==> src/rtl/sys_err_collector.sv <==
module sys_err_collector #(
  parameter int NSRC = 9,
  parameter int NECC = 2
) (
  input  logic            clk,
  input  logic            rst_n,
  input  logic [NSRC-1:0] evt,
  input  logic            glob_en,
  input  logic [NSRC-1:0] src_en,
  input  logic            init_busy,
  input  logic            wr_en,
  input  logic [NSRC-1:0] wr_data,
  output logic [NSRC-1:0] status,
  output logic            serr_n
);

  localparam logic [NSRC-1:0] ECC_MASK = NSRC'((1 << NECC) - 1);

  logic [NSRC-1:0] init_mask;
  logic [NSRC-1:0] qual;
  logic [NSRC-1:0] clr;

  assign init_mask = init_busy ? ~ECC_MASK : '1;
  assign qual      = evt & src_en & init_mask & {NSRC{glob_en}};
  assign clr       = wr_en ? wr_data : '0;

  always_ff @(posedge clk) begin
    if (!rst_n) begin
      status <= '0;
      serr_n <= 1'b1;
    end else begin
      status <= (status & ~clr) | qual;
      serr_n <= ~|qual;
    end
  end

endmodule


==> config.mk <==
export PLATFORM = sky130hd
export DESIGN_NAME = sys_err_collector
export DESIGN_NICKNAME = d
export VERILOG_FILES = /design/src/rtl/sys_err_collector.sv
export SDC_FILE = /design/constraint.sdc
export NUM_CORES = 1
export LEC_CHECK = 0
export ABC_CLOCK_PERIOD_IN_PS = 2000
export BUFFER_PORTS_ARGS = -buffer_cell sky130_fd_sc_hd__buf_2
export CAP_MARGIN = 25
export CORE_AREA = 2 2 39 41
export CTS_CLUSTER_DIAMETER = 50
export CTS_CLUSTER_SIZE = 20
export DETAILED_ROUTE_END_ITERATION = 6
export DIE_AREA = 0 0 41 43
export GPL_TIMING_DRIVEN = 0
export MAX_ROUTING_LAYER = met4
export PLACE_DENSITY = 0.82
export SYNTH_ARGS = -nofsm -noshare
export SYNTH_HDL_FRONTEND = slang
export SYNTH_SLANG_ARGS = --single-unit
==> constraint.sdc <==
create_clock -name clk -period 2 [get_ports clk]
set_input_delay 0.2 -clock clk [delete_from_list [all_inputs] [get_ports clk]]
set_output_delay 0.2 -clock clk [all_outputs]
set_load 0.03 [all_outputs]
== Yosys cells after proc, flatten, opt, wreduce, memory -nomap -nowiden ==
Cells that the tools add are included.
Operators by class
  mux-type cells: 2
  equality and inequality tests: 0
  shifts and indexed selects: 0
  add/subtract/negate cells: 0
  $mul: 0
  reduce and logical (&&, ||, !) cells: 2
  bitwise gates (word level): 6
  order comparisons: 0
  divide/modulo/power cells: 0
Operators with widths (count)
  AND 9 bit: 4
  two-way mux 9 bit: 1
  NOT 9 bit: 1
  bitwise OR 9 bit: 1
  OR reduction 9 bit: 1
  two-way mux 2 bit: 1
  zero test 1 bit: 1
Word-level totals
  memories: 0
  bits in read-only memories: 0
  register bits after elaboration: 10
  bits in writable memories: 0
  latch bits: 0
  logic and storage cells: 12

== Logic depth before layout (Yosys ltp) ==
  depth after elaboration: 5
  mapped depth: 4
  depth with buffers taken out: 3

== Worst setup path before layout ==
No wires, ideal clock.
  path kind: input port to flip-flop
  start: in glob_en
  end: reg serr_n
  path buffers: 1
  path slack: 1.155 ns
  stages: 4
  arrival time: 0.721 ns
  path through: buf_4 > nor2b_2 > nor2b_1 > o211ai_2
On the way
  longest elaborated chain between the ends: 3
RTL lines
  from (decl): RTL line 8  | input logic glob_en,
  AND 9 bit: RTL line 24  | assign qual = evt & src_en & init_mask & {NSRC{glob_en}};
  OR reduction 9 bit: RTL line 33  | serr_n <= ~|qual;
  zero test 1 bit: RTL line 33
  to (signal assigned): RTL line 33
  to (decl): RTL line 14  | output logic serr_n
No other way between the ends.
A chain may end at the register's enable or synchronous reset.

== Final worst setup path ==
  start: reg status[5]
  end: out status[5]
RTL lines
  from (decl): RTL line 13  | output logic [NSRC-1:0] status,
  from (signal assigned): RTL line 32  | status <= (status & ~clr) | qual;
No word-level cell between the ends.

==> results.py <==
metrics = {
    "clocking": {
        "clock_latency_ps": 270,
        "cts_tree": "done",
        "cts_made_buffers": 3,
        "cts-root-buf": "clkbuf_4",
        "clk_path_buf_depth": 2,
        "cts_setup_buffers": 0,
        "clkTransAtPathRegs_ps": 80,
        "cts_sinks": 10,
        "cts-resized-gates": 0,
        "postCtsHoldBufs": 0,
        "htreeDepth": 1,
    },
    "worst_setup_path": {
        "critPathMaxFanout": 2,
        "cp.required_ps": 1800,
        "crit_family": "flip-flops",
        "cp_num_buf_inv": 1,
        "crit_slowest_cell": "dfxtp_1",
        "cp_cell_sequence": "buf_2",
        "critPathMaxStageDelay_ps": 340,
        "endpoint_kind": "primary output",
        "path_class": "flip-flop to primary output",
        "critical_path.startpoint_type": "flip-flop",
        "cp.arrival_ps": 810,
    },
    "drt": {
        "vias_per_cell": 5.17,
        "drt_pass1_iterations": 4,
        "vias": 548,
        "wl_mm": 1.35,
        "wl_per_cell_um": 12.7,
        "ant_nets": 0,
        "remaining_drc_errors": 0,
        "drtIter0Drc": 7,
    },
    "sta": {
        "fin_crit_ps": 1010,
        "setup_tns_ps": 0,
        "slew_headroom": 0.788,
        "period_share": 0.507,
        "fmax_mhz": 987,
        "setup_viol": 0,
        "drv_slew": 0,
        "whs_ps": 171,
        "fin_worst_skew_ps": 0,
        "worst-slew-pin-transition_ps": 318,
        "hold_viol": 0,
        "rsz0062_at_grt": "false",
    },
    "floorplan": {
        "die_w_um": 41,
        "initial_core_util": 0.323,
        "coreArea_um2": 1380,
        "rows": 14,
        "die_area_um2": 1760,
        "die_y_um": 43,
        "io_pins": 42,
    },
    "global_routing": {
        "grt_max_degree": 11,
        "grt_pass1_vias": 506,
        "track_usage": 0.170,
        "grt_pass1_wl_mm": 1.95,
        "grt_antenna_before_repair": 0,
        "grt.overflow.total": 0,
    },
    "power": {
        "vdd_drop_max_uv": 372,
        "power.net_switching_mw": 0.136,
        "total_power_mw": 0.500,
        "p_int_mw": 0.364,
        "power.share.clock": 0.382,
        "swShare": 0.273,
        "p_leak_nw": 0.339,
        "comb_power_share": 0.195,
        "power_frac_seq": 0.423,
        "cellPowerDensity_nw_per_um2": 716,
    },
    "yosys": {
        "syn_area_um2": 447,
        "yosysSeqAreaShare": 0.448,
        "synth_fp_nets": 79,
        "avgSynthCellArea_um2": 9.50,
        "ys_seq_elements": 10,
        "ys_types": 11,
        "syn_inst": 47,
        "yosys_warnings": 0,
    },
    "run_status": {
        "outcome": "finished, final reports clean",
    },
    "cells_and_area": {
        "n_fill_cell": 153,
        "diodes": 0,
        "layout-drive-gt1-share": 0.522,
        "area_growth_pct": 56.3,
        "final_nets": 123,
        "register_area_um2": 200,
        "multiInputGateArea_um2": 234,
    },
    "place": {
        "globalplace.congestion": 0.779,
        "io_buffers": 39,
        "dp_hpwl_mm": 1.04,
    },
    "worst_hold_path": {
        "hold_class": "input port to flip-flop",
    },
    "run": {
        "max-cap-violations": 0,
    },
}
## cells in the mapped netlist
library cell,instances,area [um2]
a222oi_1,1,10.0
nor2b_1,10,62.6
dfxtp_1,10,200
nand2_1,9,33.8
a22oi_1,3,22.5
nand3_1,1,5.00
buf_4,1,7.51
o211ai_2,1,12.5
a32oi_1,9,78.8
nor2b_2,1,8.76
buf_2,1,5.00
## metal layers
layer / vias up / GRT usage / wire length [um]
li1: 266 / - / -
met1: 255 / 0.167 / 516
met2: 21 / 0.281 / 737
met3: 6 / 0.0314 / 69
met4: 0 / 0.113 / 28
met5: - / - / 0
## power by group through the flow
stage	Clock, mW	Combinational, mW	Sequential [mW]
2_1_floorplan	0	0.0309	0.234
3_3_place_gp	0	0.0954	0.216
5_1_grt	0.202	0.107	0.213
6_report	0.191	0.0975	0.212
3_5_place_dp	0	0.0976	0.216
4_1_cts	0.193	0.0979	0.212
## per-stage QoR
step | setup slack, ps | util | cell area, um2 | instances
3_3_place_gp | 950 | 0.478 | 662 | 102
3_5_place_dp | 940 | 0.478 | 662 | 102
5_1_grt | 958 | 0.505 | 698 | 106
4_1_cts | 981 | 0.505 | 698 | 106
2_1_floorplan | 1160 | - | 447 | 47
6_report | 987 | 0.505 | 698 | 106
## cell families (layout without fill, tap and decap cells)
logic type / count (synthesis) / after routing / share of synthesized area
AO/OA/AOI/OAI: 14 / 14 / 0.277
buffers and inverters: 2 / 45 / 0.0280
flip-flops: 10 / 10 / 0.448
AND/OR/NAND/NOR: 21 / 21 / 0.246
## state kept, by name, indices dropped and copies added (netlist names)
register  flops
status        9
serr_n        1
## layout make-up
type	instances	area share
Multi-Input combinational cell	35	0.335
Sequential cell	10	0.287
Timing Repair Buffer	39	0.280
Clock buffer	4	0.0520
Tap cell	16	0.0287
Buffer	2	0.0179
## worst paths after layout
kind                                 from        end  slack (ps)  cells after the start
worst max-delay path            status[5]  status[5]         990                      1
worst max register to register  status[4]  status[4]        1320                      2
worst min-delay path              glob_en     serr_n         170                      2
worst min register to register  status[7]  status[7]         500                      2
## cells in the final DEF (no fill, tap or decap), types with 3 or more instances in the layout
cell / instances
a32oi_1: 9
nand2_1: 9
a22oi_1: 3
dfxtp_1: 10
clkbuf_4: 3
buf_2: 40
nor2b_1: 10
No activity file was read; power rests on OpenSTA's default activity.
